`config.mk`:
```
export PLATFORM = sky130hd
export DESIGN_NAME = bundle_tmpl_dec
export DESIGN_NICKNAME = d
export VERILOG_FILES = /design/src/rtl/bundle_tmpl_pkg.sv /design/src/rtl/bundle_split.sv /design/src/rtl/tmpl_lookup.sv /design/src/rtl/decode_reg.sv /design/src/rtl/bundle_tmpl_dec.sv
export SDC_FILE = /design/constraint.sdc
export NUM_CORES = 1
export LEC_CHECK = 0
export BUFFER_PORTS_ARGS = -buffer_cell sky130_fd_sc_hd__buf_2
export CELL_PAD_IN_SITES_DETAIL_PLACEMENT = 0
export CELL_PAD_IN_SITES_GLOBAL_PLACEMENT = 1
export CORE_MARGIN = 2
export CORE_UTILIZATION = 35
export DETAILED_ROUTE_END_ITERATION = 10
export HOLD_SLACK_MARGIN = 0.15
export PLACE_DENSITY_LB_ADDON = 0.1
export SLEW_MARGIN = 0
export SYNTH_ARGS = -nofsm -noshare
export SYNTH_HDL_FRONTEND = slang
export SYNTH_HIERARCHICAL = 1
export SYNTH_SLANG_ARGS = --single-unit
export TNS_END_PERCENT = 50
```
`constraint.sdc`:
```
create_clock -name clk -period 1.2 [get_ports clk]
set_clock_uncertainty 0.2 [all_clocks]
set_input_delay 0.12 -clock clk [delete_from_list [all_inputs] [get_ports clk]]
set_output_delay 0.12 -clock clk [all_outputs]
set_load 0.01 [all_outputs]
```
`src/rtl/bundle_tmpl_pkg.sv`:
```
package bundle_tmpl_pkg;

  // Slot count is fixed by the bundle format.
  localparam int unsigned SLOTS  = 3;
  // Number of base templates; each has a no-stop and a trailing-stop code.
  localparam int unsigned N_BASE = 12;

  typedef enum logic [1:0] {
    UNIT_M = 2'd0,
    UNIT_I = 2'd1,
    UNIT_F = 2'd2,
    UNIT_B = 2'd3
  } unit_e;

  typedef struct packed {
    unit_e u0;
    unit_e u1;
    unit_e u2;
    logic  stop_a;    // stop after slot 0
    logic  stop_b;    // stop after slot 1
    logic  long_pair; // slots 1 and 2 fused
    logic  known;
  } tmpl_info_t;

  function automatic tmpl_info_t make_info(unit_e a, unit_e b, unit_e c,
                                           logic sa, logic sb, logic lp);
    tmpl_info_t t;
    t.u0 = a;
    t.u1 = b;
    t.u2 = c;
    t.stop_a = sa;
    t.stop_b = sb;
    t.long_pair = lp;
    t.known = 1'b1;
    return t;
  endfunction

  function automatic tmpl_info_t base_lookup(input logic [3:0] idx);
    tmpl_info_t t;
    t = '0;
    case (idx)
      4'd0:  t = make_info(UNIT_M, UNIT_I, UNIT_I, 1'b0, 1'b0, 1'b0);
      4'd1:  t = make_info(UNIT_M, UNIT_I, UNIT_I, 1'b0, 1'b1, 1'b0);
      4'd2:  t = make_info(UNIT_M, UNIT_I, UNIT_I, 1'b0, 1'b0, 1'b1);
      4'd3:  t = make_info(UNIT_M, UNIT_M, UNIT_I, 1'b0, 1'b0, 1'b0);
      4'd4:  t = make_info(UNIT_M, UNIT_M, UNIT_I, 1'b1, 1'b0, 1'b0);
      4'd5:  t = make_info(UNIT_M, UNIT_F, UNIT_I, 1'b0, 1'b0, 1'b0);
      4'd6:  t = make_info(UNIT_M, UNIT_M, UNIT_F, 1'b0, 1'b0, 1'b0);
      4'd7:  t = make_info(UNIT_M, UNIT_I, UNIT_B, 1'b0, 1'b0, 1'b0);
      4'd8:  t = make_info(UNIT_M, UNIT_B, UNIT_B, 1'b0, 1'b0, 1'b0);
      4'd9:  t = make_info(UNIT_B, UNIT_B, UNIT_B, 1'b0, 1'b0, 1'b0);
      4'd10: t = make_info(UNIT_M, UNIT_M, UNIT_B, 1'b0, 1'b0, 1'b0);
      4'd11: t = make_info(UNIT_M, UNIT_F, UNIT_B, 1'b0, 1'b0, 1'b0);
      default: t = '0;
    endcase
    return t;
  endfunction

endpackage

```
`src/rtl/bundle_split.sv`:
```
module bundle_split #(
  parameter int unsigned SLOT_W = 41,
  parameter int unsigned TMPL_W = 5,
  localparam int unsigned NS       = bundle_tmpl_pkg::SLOTS,
  localparam int unsigned BUNDLE_W = TMPL_W + NS * SLOT_W
) (
  input  logic [BUNDLE_W-1:0]        bundle,
  output logic [TMPL_W-1:0]          tmpl,
  output logic [NS-1:0][SLOT_W-1:0]  slots
);

  assign tmpl = bundle[TMPL_W-1:0];

  for (genvar g = 0; g < NS; g++) begin : g_slot
    assign slots[g] = bundle[TMPL_W + g*SLOT_W +: SLOT_W];
  end

endmodule

```
`src/rtl/tmpl_lookup.sv`:
```
module tmpl_lookup #(
  parameter int unsigned TMPL_W = 5,
  localparam int unsigned NS = bundle_tmpl_pkg::SLOTS,
  localparam int unsigned LEGAL_CODES = 2 * bundle_tmpl_pkg::N_BASE
) (
  input  logic [TMPL_W-1:0]   code,
  output logic [NS-1:0][1:0]  units,
  output logic [2:0]          stops,
  output logic                long_pair,
  output logic [NS-1:0]       slot_vld,
  output logic                illegal
);

  bundle_tmpl_pkg::tmpl_info_t info;
  logic legal;

  always_comb begin
    info  = bundle_tmpl_pkg::base_lookup(4'(code >> 1));
    legal = (32'(code) < LEGAL_CODES) && info.known;
    illegal = !legal;
    if (legal) begin
      units[0]  = info.u0;
      units[1]  = info.u1;
      units[2]  = info.u2;
      stops     = {code[0], info.stop_b, info.stop_a};
      long_pair = info.long_pair;
      slot_vld  = info.long_pair ? 3'b011 : 3'b111;
    end else begin
      units     = '0;
      stops     = '0;
      long_pair = 1'b0;
      slot_vld  = '0;
    end
  end

endmodule

```
`src/rtl/decode_reg.sv`:
```
module decode_reg #(
  parameter int unsigned SLOT_W = 41,
  localparam int unsigned NS = bundle_tmpl_pkg::SLOTS
) (
  input  logic                       clk,
  input  logic                       rst,
  input  logic                       in_vld,
  input  logic [NS-1:0][SLOT_W-1:0]  slots_d,
  input  logic [NS-1:0][1:0]         units_d,
  input  logic [2:0]                 stops_d,
  input  logic                       long_d,
  input  logic [NS-1:0]              svld_d,
  input  logic                       illegal_d,
  output logic                       vld_q,
  output logic [NS-1:0][SLOT_W-1:0]  slots_q,
  output logic [NS-1:0][1:0]         units_q,
  output logic [2:0]                 stops_q,
  output logic                       long_q,
  output logic [NS-1:0]              svld_q,
  output logic                       illegal_q
);

  always_ff @(posedge clk) begin
    if (rst) begin
      vld_q     <= 1'b0;
      slots_q   <= '0;
      units_q   <= '0;
      stops_q   <= '0;
      long_q    <= 1'b0;
      svld_q    <= '0;
      illegal_q <= 1'b0;
    end else begin
      vld_q <= in_vld;
      if (in_vld) begin
        slots_q   <= slots_d;
        units_q   <= units_d;
        stops_q   <= stops_d;
        long_q    <= long_d;
        svld_q    <= svld_d;
        illegal_q <= illegal_d;
      end else begin
        stops_q   <= '0;
        long_q    <= 1'b0;
        svld_q    <= '0;
        illegal_q <= 1'b0;
      end
    end
  end


  vld_latency_chk: assert property (@(posedge clk) disable iff (rst)
    in_vld |=> vld_q);


  idle_flags_chk: assert property (@(posedge clk) disable iff (rst)
    !in_vld |=> (!vld_q && svld_q == '0 && stops_q == '0 && !long_q && !illegal_q));


  hold_data_chk: assert property (@(posedge clk) disable iff (rst)
    !in_vld |=> $stable(slots_q));

endmodule

```
`src/rtl/bundle_tmpl_dec.sv`:
```
module bundle_tmpl_dec #(
  parameter int unsigned SLOT_W = 41,
  parameter int unsigned TMPL_W = 5,
  localparam int unsigned NS       = bundle_tmpl_pkg::SLOTS,
  localparam int unsigned BUNDLE_W = TMPL_W + NS * SLOT_W
) (
  input  logic                 clk,
  input  logic                 rst,
  input  logic                 in_vld,
  input  logic [BUNDLE_W-1:0]  in_bundle,
  output logic                 out_vld,
  output logic [SLOT_W-1:0]    out_slot0,
  output logic [SLOT_W-1:0]    out_slot1,
  output logic [SLOT_W-1:0]    out_slot2,
  output logic [1:0]           out_unit0,
  output logic [1:0]           out_unit1,
  output logic [1:0]           out_unit2,
  output logic [NS-1:0]        out_slot_vld,
  output logic [2:0]           out_stop,
  output logic                 out_long,
  output logic                 out_illegal
);

  logic [TMPL_W-1:0]          tmpl;
  logic [NS-1:0][SLOT_W-1:0]  slots;
  logic [NS-1:0][1:0]         units;
  logic [2:0]                 stops;
  logic                       long_pair;
  logic [NS-1:0]              svld;
  logic                       illegal;
  logic [NS-1:0][SLOT_W-1:0]  slots_q;
  logic [NS-1:0][1:0]         units_q;

  bundle_split #(.SLOT_W(SLOT_W), .TMPL_W(TMPL_W)) split_i (
    .bundle (in_bundle),
    .tmpl   (tmpl),
    .slots  (slots)
  );

  tmpl_lookup #(.TMPL_W(TMPL_W)) lookup_i (
    .code      (tmpl),
    .units     (units),
    .stops     (stops),
    .long_pair (long_pair),
    .slot_vld  (svld),
    .illegal   (illegal)
  );

  decode_reg #(.SLOT_W(SLOT_W)) reg_i (
    .clk       (clk),
    .rst       (rst),
    .in_vld    (in_vld),
    .slots_d   (slots),
    .units_d   (units),
    .stops_d   (stops),
    .long_d    (long_pair),
    .svld_d    (svld),
    .illegal_d (illegal),
    .vld_q     (out_vld),
    .slots_q   (slots_q),
    .units_q   (units_q),
    .stops_q   (out_stop),
    .long_q    (out_long),
    .svld_q    (out_slot_vld),
    .illegal_q (out_illegal)
  );

  assign out_slot0 = slots_q[0];
  assign out_slot1 = slots_q[1];
  assign out_slot2 = slots_q[2];
  assign out_unit0 = units_q[0];
  assign out_unit1 = units_q[1];
  assign out_unit2 = units_q[2];


  slot0_pass_chk: assert property (@(posedge clk) disable iff (rst)
    in_vld |=> out_slot0 == $past(in_bundle[TMPL_W + SLOT_W - 1:TMPL_W]));


  end_stop_chk: assert property (@(posedge clk) disable iff (rst)
    in_vld |=> out_stop[2] == ($past(in_bundle[0]) && !out_illegal));


  illegal_clears_chk: assert property (@(posedge clk) disable iff (rst)
    out_illegal |-> (out_slot_vld == '0 && !out_long && out_stop == '0));


  long_pair_chk: assert property (@(posedge clk) disable iff (rst)
    out_long |-> (out_slot_vld == 3'b011 && out_unit1 == 2'd1 && out_unit2 == 2'd1));


  single_mid_stop_chk: assert property (@(posedge clk) disable iff (rst)
    out_vld |-> $countones(out_stop[1:0]) <= 1);

endmodule

```
# Yosys cells after proc, flatten, opt, wreduce, memory -nomap -nowiden
# Memory sizes are Yosys's and may differ from the RTL's.
# Cells that the tools add are included.
totals:
  ff_bits: 138
  mem_count: 1
  romBits: 160
op_classes:
  n_lt_le_gt_ge: 1
  muxes: 2
  bitwise: 2
  n_reduce_logical: 4
mem_list:
  columns: ["name", "words", "width", "read_ports", "rd_ports_with_merged_regs", "write_ports", "line_no", "source"]
  rows:
  - ["(no name shown)", 16, 10, 1, 0, 0, "bundle_tmpl_pkg.sv:41", "case (idx)"]
op_table:
  columns: ["op", "n"]
  rows:
  - ["$mux W6", 1]
  - ["$lt A5 B5 Y1 const B", 1]
  - ["$mux W3", 1]
  - ["$reduce_or A3 Y1", 1]
  - ["$not A1 Y1", 2]
  - ["$reduce_or A2 Y1", 1]
  - ["$logic_and A1 B1 Y1", 1]
  - ["$logic_not A1 Y1", 1]

# Longest topological paths before layout
logic_depth:
  depth_word: 4
  depth_mapped: 6
  mapped_depth_nobuf: 4

# Cells and area by module
# The synthesis kept the hierarchy.
by_module_without_submodules:
  columns: ["mod", "area_per_inst_um2", "instances", "cells_each"]
  rows:
  - ["decode_reg", 4919.7, 1, 435]
  - ["bundle_split", 960.9, 1, 128]
  - ["tmpl_lookup", 140.1, 1, 22]

# Worst setup path before layout
# OpenSTA, ideal clock, no wires.
synth_timing:
  path_kind: "input-to-reg"
  from: "input port in_bundle[4]"
  to: "register reg_i/units_q[2] in the netlist's numbering"
  slack_ns: 0.102
  t_arrival_ns: 0.833
  path_buffers: 1
  path_stages: 5
  cell_sequence: "buf_4 or3_1 o221ai_1 mux2i_1 nor2_1"
synth_lines:
  columns: ["element", "line_no", "source"]
  rows:
  - ["start: declaration", "bundle_tmpl_dec.sv:10", "input logic [BUNDLE_W-1:0] in_bundle,"]
  - ["end signal: assignment", "decode_reg.sv:36", "units_q <= units_d;"]
  - ["end: declaration", "decode_reg.sv:16", "output logic [NS-1:0][1:0] units_q,"]

# Worst setup path after layout
layout_timing:
  from: "register reg_i/slots_q[74] in the netlist's numbering"
  to: "output port out_slot1[33]"
layout_lines:
  columns: ["element", "line_no", "source"]
  rows:
  - ["start: declaration", "decode_reg.sv:15", "output logic [NS-1:0][SLOT_W-1:0] slots_q,"]
  - ["start signal: assignment", "decode_reg.sv:35", "slots_q <= slots_d;"]
  - ["end: declaration", "bundle_tmpl_dec.sv:13", "output logic [SLOT_W-1:0] out_slot1,"]
# No word-level cell between the ends.

==> results_dict.tcl <==
set metrics [dict create \
    status "complete, but fails checks" \
    violations "negative hold slack" \
    setup_violations 0 \
    dp_slack_ps -4.16 \
    synth_nets 716 \
    synth_mux_area_frac 0.214 \
    r2r_start "reg_i/slots_q[70]" \
    synth-seq-cells 138 \
    mappedNetlistArea_mm2 0.00602 \
    clkTransAtPathRegs_ps 50 \
    ys_seq_area_frac 0.459 \
    startpoint_type "flop" \
    max_freq_mhz 837 \
    syn_to_final_growth_pct 54.8 \
    holdWs_ps -183 \
    cts_tree "built" \
    swShare 0.238 \
    cts_sinks 138 \
    nets 984 \
    numPortBuffers 268 \
    cts_inserted_buffers 17 \
    synth-compound-area-share 0.00416 \
    crit_fanout 2 \
    p_switching_w 0.00282 \
    cts_hold_buf 125 \
    yosys-top-cells-area "dfxtp_1 (46%), mux2i_1 (21%), buf_4 (17%)" \
    power.total_w 0.0119 \
    routed-via-count 4585 \
    synthSimpleGateAreaFrac 0.104 \
    fin_crit_ps 1190 \
    internal_power_w 0.00904 \
    hold_violations 21 \
    synth_top_family_by_area "buffers and inverters" \
    grt_pass1_wl_um 22800 \
    max_slew_margin 0.721 \
    rows 47 \
    wl_per_cell_um 14.0 \
    syn_inst 585 \
    worstPathArrival_ps 870 \
    p_leak_nw 4.50 \
    hold_depth 2 \
    antenna_cells 0 \
    tightest_slew_ps 417 \
    viasPerCell 4.22 \
    grt_max_degree 77 \
    ys_types 21 \
    ys_warn_count 6 \
    worstHoldPathType "input pin to flop" \
    yosys.area.top_type "dfxtp_1" \
    r2r_slack_ps 220 \
    root_buffer "clkbuf_16" \
    setup_ws_ps 5.11 \
    netlist.area_leader.share 0.459 \
    path_class "flop to output port" \
    rsz0062_at_grt "true" \
    grt_overflow 0 \
    first_global_vias 4696 \
    antenna_found_initial 0 \
    htreeDepth 4 \
    power_density_mw_per_mm2 1270 \
    clockBufferDepth 2 \
    power_frac_comb 0.163 \
    ir_drop_uv 883 \
    synthAdderAreaFrac 0 \
    synth-xor-area-share 0 \
    maxSlewViolCount 0 \
    r2r_cells 3 \
    hold-path-endpoint "reg_i/vld_q" \
    worstReg2RegEnd "reg_i/slots_q[70]" \
    core_mm2 0.0167 \
    cp-end-kind "output port" \
    grt_usage 0.158 \
    io-pin-count 269 \
    start_util 0.361 \
    first_iter_violations 131 \
    clkPwrFrac 0.408 \
    avgSynthCellArea_um2 10.3 \
    min_from "rst" \
    crit_buf_inv 1 \
    die_x_um 135 \
    place_congestion 0.722 \
    worstPathCellList "buf_6" \
    die-height_um 135 \
    wl_um 15200 \
    drc 0 \
    drv_cap 0 \
    worstSkewPairLatency_ps 410 \
    path_delay_family "flip-flops" \
    period_share 0.996 \
    drive_gt1_frac 0.521 \
    postLayoutCoreUtil 0.558 \
    slowest_stage "dfxtp_2" \
    first_pass_iters 4 \
    ant_nets 0 \
    die_area_mm2 0.0183 \
    hpwl_um 9640 \
    worstPathRequired_ps 880 \
    crit_path_max_incr_delay_ps 360 \
    p_seq_frac 0.429 \
]
[cells in the final DEF (no fill, tap or decap), drive strengths merged]
| cell | netlist | routed |
|---|---|---|
| or3 | 1 | 1 |
| clkbuf | 12 | 24 |
| o21ai | 2 | 2 |
| nor2 | 131 | 131 |
| o221ai | 1 | 1 |
| inv | 2 | 2 |
| dfxtp | 138 | 138 |
| nand2 | 1 | 1 |
| mux2i | 129 | 129 |
| o22ai | 1 | 1 |
| dlygate4sd3 | 0 | 125 |
| nor4b | 1 | 1 |
| bufinv | 0 | 1 |
| buf | 149 | 285 |
| nand2b | 3 | 3 |
| and2 | 10 | 10 |
| nor2b | 2 | 2 |
| nor3 | 2 | 2 |
| clkinv | 0 | 5 |
| clkinvlp | 0 | 2 |
[state kept, by name, summed over array words and instances, names as in the netlist]
name             flops
reg_i/vld_q          1
reg_i/units_q        6
reg_i/stops_q        3
reg_i/illegal_q      1
reg_i/long_q         1
reg_i/svld_q         3
reg_i/slots_q      123
[Yosys cell counts]
cell type and count:
o221ai_1 1, and2_4 2, or3_1 1, mux2i_1 129
nand2b_1 3, and2_1 8, o21ai_1 2, o22ai_1 1
buf_2 3, dfxtp_1 138, nor2_1 131, nor4b_2 1
buf_8 2, clkbuf_1 12, buf_4 133, nor3_1 2
inv_2 1, buf_12 11, inv_1 1, nor2b_1 2
nand2_1 1
[power by group through the flow]
stage | logic, W | registers [W] | clock network [W]
final | 0.00193 | 0.00509 | 0.00484
after global routing | 0.00208 | 0.00511 | 0.00518
after CTS | 0.00176 | 0.00505 | 0.00498
after detailed placement | 0.00131 | 0.00507 | 0
after global placement | 0.00130 | 0.00506 | 0
after floorplan | 0.000938 | 0.00519 | 0
[per-stage QoR]
step	setup TNS [ps]	cells	instance area, um^2
2_1_floorplan	0	585	6020
3_3_place_gp	0	923	6480
3_5_place_dp	-4.16	923	6480
6_report	0	1086	9320
4_1_cts	-35.5	1080	8810
5_1_grt	-369	1086	9320
[how the worst max path moves through the flow]
stage,start,to,cells after the start
after floorplan,in_bundle[4],reg_i/units_q[2],5
after CTS,reg_i/slots_q[107],out_slot2[25],1
after detailed placement,in_vld,reg_i/slots_q[94],4
after global routing,reg_i/slots_q[29],out_slot0[29],1
final,reg_i/slots_q[74],out_slot1[33],1
after global placement,in_vld,reg_i/slots_q[25],4
[repair_timing]
item,CTS,global route
gates resized for setup,183,86
endpoints found under the setup margin,121,106
buffers inserted,0,6
hold endpoints to repair,138,138
[kinds of logic after synthesis]
group / Yosys count
AO/OA/AOI/OAI: 4
AND/OR/NAND/NOR: 151
buffers and inverters: 163
flip-flops: 138
multiplexers: 129
[final cells by class]
type | count | area, um^2
tap | 220 | 275
sequential | 138 | 2930
fill | 1438 | 7380
multi-input combinational | 284 | 1960
timing repair buffer | 410 | 3600
inverter | 2 | 7.51
clock buffer | 24 | 472
clock inverter | 8 | 70.1
[metal layers]
metal	up-vias	wire length, um	track usage
li1	2299	-	-
met1	2092	6140	0.175
met2	176	7490	0.272
met3	18	1290	0.0539
met4	0	291	0.0723
met5	-	0	0
(Power assumes the default switching activity.)
